## src/rtl/sc_shift_pkg.sv

```systemverilog
package sc_shift_pkg;

  // Operation codes seen on op_sel
  typedef enum logic [1:0] {
    OP_LSH  = 2'b00,
    OP_ROT  = 2'b01,
    OP_ASH  = 2'b10,
    OP_LSH2 = 2'b11
  } shop_e;

endpackage

```

## src/rtl/sc_count_decode.sv

```systemverilog
// Splits a two's-complement count into direction and unsigned magnitude.
module sc_count_decode #(
  parameter int CNT_W = 16
) (
  input  logic [CNT_W-1:0] cnt,
  output logic             go_left,
  output logic [CNT_W:0]   mag
);

  logic neg;

  assign neg     = cnt[CNT_W-1];
  assign go_left = !neg;

  // One extra bit so the most negative count keeps its full magnitude
  always_comb begin
    if (neg) mag = {1'b0, ~cnt} + 1'b1;
    else     mag = {1'b0, cnt};
  end

endmodule

```

## src/rtl/sc_barrel.sv

```systemverilog
// Logarithmic barrel stage chain, one direction per instance.
module sc_barrel #(
  parameter int W      = 16,
  parameter bit TO_MSB = 1'b1
) (
  input  logic [W-1:0]         din,
  input  logic [$clog2(W)-1:0] amt,
  input  logic                 rot,
  input  logic                 fill,
  output logic [W-1:0]         dout
);

  localparam int LOG = $clog2(W);

  logic [W-1:0] stg [0:LOG];

  assign stg[0] = din;

  for (genvar i = 0; i < LOG; i++) begin : g_stage
    localparam int S = 1 << i;
    if (TO_MSB) begin : g_left
      assign stg[i+1] = !amt[i] ? stg[i] :
                        rot     ? {stg[i][W-1-S:0], stg[i][W-1:W-S]} :
                                  {stg[i][W-1-S:0], {S{fill}}};
    end else begin : g_right
      assign stg[i+1] = !amt[i] ? stg[i] :
                        rot     ? {stg[i][S-1:0], stg[i][W-1:S]} :
                                  {{S{fill}}, stg[i][W-1:S]};
    end
  end

  assign dout = stg[LOG];

endmodule

```

## src/rtl/sc_shift_lane.sv

```systemverilog
// Full operation set for one operand width.
module sc_shift_lane
  import sc_shift_pkg::*;
#(
  parameter int W     = 16,
  parameter int MAG_W = 17
) (
  input  logic [W-1:0]     din,
  input  shop_e            op,
  input  logic             go_left,
  input  logic [MAG_W-1:0] mag,
  output logic [W-1:0]     dout
);

  localparam int               LOG     = $clog2(W);
  localparam logic [MAG_W-1:0] MAX_AMT = MAG_W'(W - 1);

  logic           over;
  logic [LOG-1:0] amt;
  logic           sgn;
  logic           rot;
  logic           rfill;
  logic [W-1:0]   lres;
  logic [W-1:0]   rres;

  assign over  = mag > MAX_AMT;
  assign amt   = mag[LOG-1:0];     // modulo W for rotate, exact otherwise
  assign sgn   = din[W-1];
  assign rot   = (op == OP_ROT);
  assign rfill = (op == OP_ASH) & sgn;

  sc_barrel #(.W(W), .TO_MSB(1'b1)) u_left (
    .din (din),
    .amt (amt),
    .rot (rot),
    .fill(1'b0),
    .dout(lres)
  );

  sc_barrel #(.W(W), .TO_MSB(1'b0)) u_right (
    .din (din),
    .amt (amt),
    .rot (rot),
    .fill(rfill),
    .dout(rres)
  );

  always_comb begin
    unique case (op)
      OP_ROT: dout = go_left ? lres : rres;
      OP_ASH: begin
        if (go_left) dout = over ? {sgn, {(W-1){1'b0}}} : {sgn, lres[W-2:0]};
        else         dout = over ? {W{sgn}} : rres;
      end
      default: begin
        if (over)         dout = '0;
        else if (go_left) dout = lres;
        else              dout = rres;
      end
    endcase
  end

endmodule

```

## src/rtl/sc_shift_unit.sv

```systemverilog
// Signed-count shift/rotate unit with registered result.
module sc_shift_unit
  import sc_shift_pkg::*;
#(
  parameter int NW    = 16,
  parameter int CNT_W = 16
) (
  input  logic              clk,
  input  logic              rst,
  input  logic [1:0]        op_sel,
  input  logic              wide,
  input  logic [2*NW-1:0]   data_in,
  input  logic [CNT_W-1:0]  shift_cnt,
  output logic [2*NW-1:0]   result
);

  localparam int WW    = 2 * NW;
  localparam int MAG_W = CNT_W + 1;

  shop_e            op;
  logic             go_left;
  logic [MAG_W-1:0] mag;
  logic [NW-1:0]    nres;
  logic [WW-1:0]    wres;
  logic [WW-1:0]    res_d;

  assign op = shop_e'(op_sel);

  sc_count_decode #(.CNT_W(CNT_W)) u_dec (
    .cnt    (shift_cnt),
    .go_left(go_left),
    .mag    (mag)
  );

  sc_shift_lane #(.W(NW), .MAG_W(MAG_W)) u_narrow (
    .din    (data_in[NW-1:0]),
    .op     (op),
    .go_left(go_left),
    .mag    (mag),
    .dout   (nres)
  );

  sc_shift_lane #(.W(WW), .MAG_W(MAG_W)) u_wide (
    .din    (data_in),
    .op     (op),
    .go_left(go_left),
    .mag    (mag),
    .dout   (wres)
  );

  assign res_d = wide ? wres : {{NW{1'b0}}, nres};

  always_ff @(posedge clk) begin
    if (rst) result <= '0;
    else     result <= res_d;
  end

endmodule

```

## config.mk

```make
export PLATFORM = sky130hd
export DESIGN_NAME = sc_shift_unit
export DESIGN_NICKNAME = d
export VERILOG_FILES = /design/src/rtl/sc_shift_pkg.sv /design/src/rtl/sc_count_decode.sv /design/src/rtl/sc_barrel.sv /design/src/rtl/sc_shift_lane.sv /design/src/rtl/sc_shift_unit.sv
export SDC_FILE = /design/constraint.sdc
export NUM_CORES = 1
export LEC_CHECK = 0
export BUFFER_PORTS_ARGS = -buffer_cell sky130_fd_sc_hd__buf_2
export CORE_AREA = 2 2 123 125
export CTS_BUF_LIST = sky130_fd_sc_hd__clkbuf_8
export CTS_CLUSTER_DIAMETER = 50
export DETAILED_ROUTE_END_ITERATION = 7
export DIE_AREA = 0 0 125 127
export GPL_ROUTABILITY_DRIVEN = 0
export PLACE_DENSITY_LB_ADDON = 0.25
export SKIP_CTS_REPAIR_TIMING = 1
export SLEW_MARGIN = 10
export SYNTH_ARGS = -nofsm -noshare
export SYNTH_HDL_FRONTEND = slang
export SYNTH_SLANG_ARGS = --single-unit
```

## constraint.sdc

```tcl
create_clock -name clk -period 3.1 [get_ports clk]
set_input_delay 0 -clock clk [delete_from_list [all_inputs] [get_ports clk]]
set_output_delay 0 -clock clk [all_outputs]
set_load 0.02 [all_outputs]
```

=== Word-level counts from Yosys, hierarchy flattened ===
Index checks and enable logic that the tools add are counted.

* Add/subtract/negate cells: 1
* Order comparisons: 2
* Reduce and logical (&&, ||, !) cells: 1
* Equal/unequal tests: 2
* Muxes and demuxes: 50
* Bitwise gates (word level): 4

{| class="wikitable"
|+ Operators with widths
! operator !! number
|-
| two-way mux 32 bit || 19
|-
| two-way mux 16 bit || 18
|-
| one-hot mux 32 bit (2 select lines) || 1
|-
| one-hot mux 16 bit (2 select lines) || 1
|-
| two-way mux 31 bit || 1
|-
| adder 16 x 1 -> 17 bit, second input constant || 1
|-
| > comparator 17 x 4 -> 1 bit, second input constant || 1
|-
| > comparator 17 x 5 -> 1 bit, second input constant || 1
|-
| two-way mux 17 bit || 1
|-
| two-way mux 8 bit || 2
|-
| inverter 16 bit || 1
|-
| two-way mux 15 bit || 1
|-
| two-way mux 4 bit || 2
|-
| two-way mux 2 bit || 2
|-
| bitwise AND 1 bit || 2
|-
| == test 2 x 1 -> 1 bit, second input constant || 1
|-
| == test 2 bit, second input constant || 1
|-
| two-way mux 1 bit || 2
|-
| OR reduction 2 bit || 1
|-
| inverter 1 bit || 1
|}

* Logic and storage cells: 62
* Register bits after elaboration: 32
* Output and inout port bits: 32
* Input bits: 53

=== Logic depth before layout (Yosys ltp) ===
* Depth after elaboration: 16
* Depth in mapped cells: 14
* Depth with buffers taken out: 10

=== Hierarchy ===
Synthesis repeated with hierarchy kept, for this count alone.

* Cell total of the unflattened synthesis: 995
* Area, all modules: 9120.0 um^2

{| class="wikitable"
|+ Modules (own cells, without submodules)
! module !! cells an instance !! area each (um^2) !! instances
|-
| sc_barrel (u_wide.u_left) || 241 || 2257.2 || 1
|-
| sc_barrel (u_wide.u_right) || 254 || 2233.4 || 1
|-
| sc_shift_unit || 86 || 1017.2 || 1
|-
| sc_barrel (u_narrow.u_right) || 111 || 965.9 || 1
|-
| sc_barrel (u_narrow.u_left) || 103 || 948.4 || 1
|-
| sc_shift_lane (u_wide) || 94 || 879.6 || 1
|-
| sc_shift_lane (u_narrow) || 58 || 465.4 || 1
|-
| sc_count_decode || 48 || 352.8 || 1
|}

=== Least setup slack after synthesis ===
OpenSTA, ideal clock, no wires.

* Kind: input to register
* Start: in shift_cnt[0]
* End: reg result[28]
* Setup slack: 345 ps
* Stages on the path: 13
* Data arrival time: 2636 ps
* Cells stage by stage: buf_2 -> inv_2 -> ha_1 -> nor4b_2 -> and4_1 -> a211oi_1 -> a2111oi_4 -> and3_1 -> buf_6 -> o21ai_4 -> buf_6 -> o32ai_2 -> nor2_1

* Word-level cells in the longest chain between the ends: 15
* Elaborated cells between the ends (all ways): 25
* Those cells by class: 1 x add/sub; 1 x order compare; 22 x mux; 1 x bitwise

{| class="wikitable"
|+ Ends and longest elaborated chain
! element !! line !! text
|-
| from (decl) || sc_shift_unit.sv:13 || <nowiki>input logic [CNT_W-1:0] shift_cnt,</nowiki>
|-
| inverter 16 bit || sc_count_decode.sv:17 || <nowiki>if (neg) mag = {1'b0, ~cnt} + 1'b1;</nowiki>
|-
| adder 16 x 1 -> 17 bit || sc_count_decode.sv:17 ||
|-
| two-way mux 17 bit (*) || sc_count_decode.sv:17 ||
|-
| two-way mux 32 bit || sc_barrel.sv:26 || <nowiki>assign stg[i+1] = !amt[i] ? stg[i] :</nowiki>
|-
| two-way mux 32 bit || sc_barrel.sv:27 || <nowiki>rot ? {stg[i][S-1:0], stg[i][W-1:S]} :</nowiki>
|-
| two-way mux 32 bit || sc_barrel.sv:26 ||
|-
| two-way mux 32 bit || sc_barrel.sv:27 ||
|-
| two-way mux 32 bit || sc_barrel.sv:26 ||
|-
| two-way mux 32 bit || sc_barrel.sv:27 ||
|-
| two-way mux 32 bit || sc_barrel.sv:26 ||
|-
| two-way mux 32 bit || sc_barrel.sv:27 ||
|-
| two-way mux 32 bit || sc_barrel.sv:26 ||
|-
| two-way mux 32 bit (on tied branches) || sc_shift_lane.sv:50, sc_shift_lane.sv:57, sc_shift_lane.sv:53 ||
|-
| two-way mux 32 bit (on tied branches) || sc_shift_lane.sv:56, sc_shift_lane.sv:52 ||
|-
| one-hot mux 32 bit (2 select lines) (*) || sc_shift_lane.sv:49 || <nowiki>unique case (op)</nowiki>
|-
| to (signal assigned) || sc_shift_unit.sv:55 || <nowiki>else result <= res_d;</nowiki>
|-
| to (decl) || sc_shift_unit.sv:14 || <nowiki>output logic [2*NW-1:0] result</nowiki>
|}

Every way passes the cells marked *; elsewhere a longest branch is shown, timed or not.
A chain may end at the register's enable or synchronous reset.

=== Final worst setup path ===
* Start: in shift_cnt[0]
* End: reg result[2]

* Word-level cells in the longest chain between the ends: 16
* Elaborated cells between the ends (all ways): 48
* Those cells by class: 1 x add/sub; 2 x order compare; 44 x mux; 1 x bitwise

{| class="wikitable"
|+ Ends and longest elaborated chain
! element !! line !! text
|-
| inverter 16 bit || sc_count_decode.sv:17 ||
|-
| adder 16 x 1 -> 17 bit || sc_count_decode.sv:17 ||
|-
| two-way mux 17 bit (*) || sc_count_decode.sv:17 ||
|-
| two-way mux 32 bit || sc_barrel.sv:26 ||
|-
| two-way mux 32 bit || sc_barrel.sv:27 ||
|-
| two-way mux 32 bit || sc_barrel.sv:26 ||
|-
| two-way mux 32 bit || sc_barrel.sv:27 ||
|-
| two-way mux 32 bit || sc_barrel.sv:26 ||
|-
| two-way mux 32 bit || sc_barrel.sv:27 ||
|-
| two-way mux 32 bit || sc_barrel.sv:26 ||
|-
| two-way mux 32 bit || sc_barrel.sv:27 ||
|-
| two-way mux 32 bit || sc_barrel.sv:26 ||
|-
| two-way mux 32 bit (on tied branches) || sc_shift_lane.sv:50, sc_shift_lane.sv:57, sc_shift_lane.sv:53 ||
|-
| two-way mux 32 bit (on tied branches) || sc_shift_lane.sv:56, sc_shift_lane.sv:52 ||
|-
| one-hot mux 32 bit (2 select lines) || sc_shift_lane.sv:49 ||
|-
| two-way mux 16 bit (*) || sc_shift_unit.sv:51 || <nowiki>assign res_d = wide ? wres : {{NW{1'b0}}, nres};</nowiki>
|}

Marks and branches as above.

==> results.cfg <==
[finish]
fill_cells = 1448
drive_gt1_share_pct = 23.1
largest_reg_flops = 32
regMostFlops = result
num_antenna_cells = 0
layout.nets = 1022
top_regs = result x32
layout_commonest_cell = mux2i_1
fin_cells = 1151
layout_common_cells = mux2i_1 (139), nor2_1 (89), nand2_1 (84), buf_2 (83), a21oi_1 (82)
areaGrowthSynthToFinish_pct = 12.5

[clock_network]
cts_inserted_buffers = 5
cts_buffer_depth = 2
clock-sinks = 32
cts_tree = yes
clkSlewWorstSetupHoldPaths_ns = 0.08
clock-root-buffer = clkbuf_8
htreeDepth = 2

[timing]
setup_viol = 0
slew_violations = 0
fin_tns_setup_ns = 0
hold_viol_final = 0
slew_headroom_pct = 45.9
rsz0062_at_grt = no
tightestPinTransition_ns = 0.807
min_period_ns = 2.79
fmax_ghz = 0.359
timing.final.crit_share_pct = 89.8

[placement]
dp.cells = 1143
dpl.hpwl_um = 20900
io_buffers = 84

[synthesis]
synth-edff-count = 0
synth_cell_types = 79
ys_seq_area_share_pct = 9.34
syn_nets = 970
synth-compound-area-share_pct = 32.0
ys_seq_elements = 32
syn_inst = 914
async_flop_share_pct = 0
syn-cell-area_um2 = 6860
synth.avg_cell_area_um2 = 7.50
synth-xor-area-share_pct = 0.767
yosysWarnings = 0
synth_top_family_by_area = multiplexers
synthAdderAreaFrac_pct = 0.548
ys.flop_type = dfxtp_1
synthMuxAreaShare_pct = 33.5
synth-simple-area-share_pct = 18.0

[die]
rows = 44
die_h_um = 127
fp.dieW_um = 125
start_util_pct = 47.5
dieArea_um2 = 15900
coreArea_um2 = 14400
io_pins = 85

[outcome]
status = completed

[global_routing]
gr-usage-all-layers_pct = 33.6
grt_first_pass_wirelength_um = 42700
antenna_found_initial = 0
grt_pass1_vias = 7598
overflow = 0
grt_start_max_net_pins = 77

[drt]
viasPerCell = 7.16
post_drt_wl_per_cell_um = 23.7
antenna_left = 0
first_pass_iters = 7
num_vias = 8245
drc = 0
drtIter0Drc = 1453
wl_um = 27300

[critical_path]
startpoint_type = input port
path_class = in2reg
worst-endpoint-arrival_ns = 3.01
cp_max_fo = 76
cp.required_ns = 3.32
worstSetupEndpointType = flop

[hold_path]
hold_class = in2reg

[flow_run]
drv_cap = 0

[power_and_ir_drop]
vdd_drop_max_v = 0.000165
cellLeakagePower_nw = 3.25
power_density_nw_per_um2 = 334
-- cells by family after synthesis --
logic type      Yosys count
compound gates          318
xor+xnor                  6
fa+ha+maj                 3
buf+inv                  95
flops                    32
mux                     195
simple gates            265
-- worst max-delay path, stage by stage --
cell and delay, ns:
buf_4 0.11, buf_12 0.37, o31ai_1 0.14, buf_4 0.17
xnor2_2 0.63, nand2_1 0.47, o21ai_0 0.33, a21oi_1 0.15
a211oi_1 0.32, a211oi_1 0.10, o2bb2ai_1 0.22
-- path summary, 6_finish.rpt --
path / from / to / slack, ns / depth (start not counted)
setup / recovery: shift_cnt[0] / result[2]$_SDFF_PP0_ / 0.31 / 11
hold / removal: rst / result[3]$_SDFF_PP0_ / 0.09 / 4
-- synth_stat cells, drive strengths merged, types with 14 or more instances --
library cell	number	area, µm²
mux2i	141	1420
a211oi	16	125
a21oi	82	410
inv	14	52.6
nand3	25	138
clkbuf	46	173
dfxtp	32	641
buf	35	178
o21ai	66	345
nor3	14	75.1
mux2	30	338
nand2	84	315
a31oi	14	87.6
nor2	91	347
o211ai	22	165
mux4	24	541
-- metrics by stage --
step / utilization, % / setup slack, ns / hold WS [ns] / power (mW) / area, µm²
after floorplan: - / 0.345 / 0.225 / 1.62 / 6860
after global placement: 52.8 / 0.186 / 0.392 / 2.16 / 7620
after detailed placement: 52.8 / 0.120 / 0.392 / 2.16 / 7620
after CTS: 53.5 / 0.416 / 0.0745 / 2.51 / 7710
after global routing: 53.5 / 0.126 / 0.103 / 2.70 / 7710
final: 53.5 / 0.315 / 0.0887 / 2.57 / 7710
-- cell type report --
| class | count | area (µm²) | share of cell area [%] |
|---|---|---|---|
| Multi-Input combinational cell | 787 | 5880 | 76.3 |
| Timing Repair Buffer | 126 | 813 | 10.5 |
| Sequential cell | 32 | 641 | 8.31 |
| Tap cell | 184 | 230 | 2.99 |
| Clock buffer | 6 | 82.6 | 1.07 |
| Inverter | 14 | 52.6 | 0.682 |
| Clock inverter | 2 | 10.0 | 0.130 |
-- where the power goes --
group / total [mW] / internal [mW] / switching [mW]
logic: 1.80 / 0.655 / 1.14
clock network: 0.344 / 0.177 / 0.167
registers: 0.431 / 0.426 / 0.00482
-- per-layer routing --
| metal | share of wire, % | GRT usage, % |
|---|---|---|
| met1 | 38 | 43.4 |
| met5 | 0 | 0 |
| met3 | 11 | 5.61 |
| met2 | 45 | 54.3 |
| met4 | 6.0 | 17.5 |
Note: power is estimated with default switching activity, not from simulation.
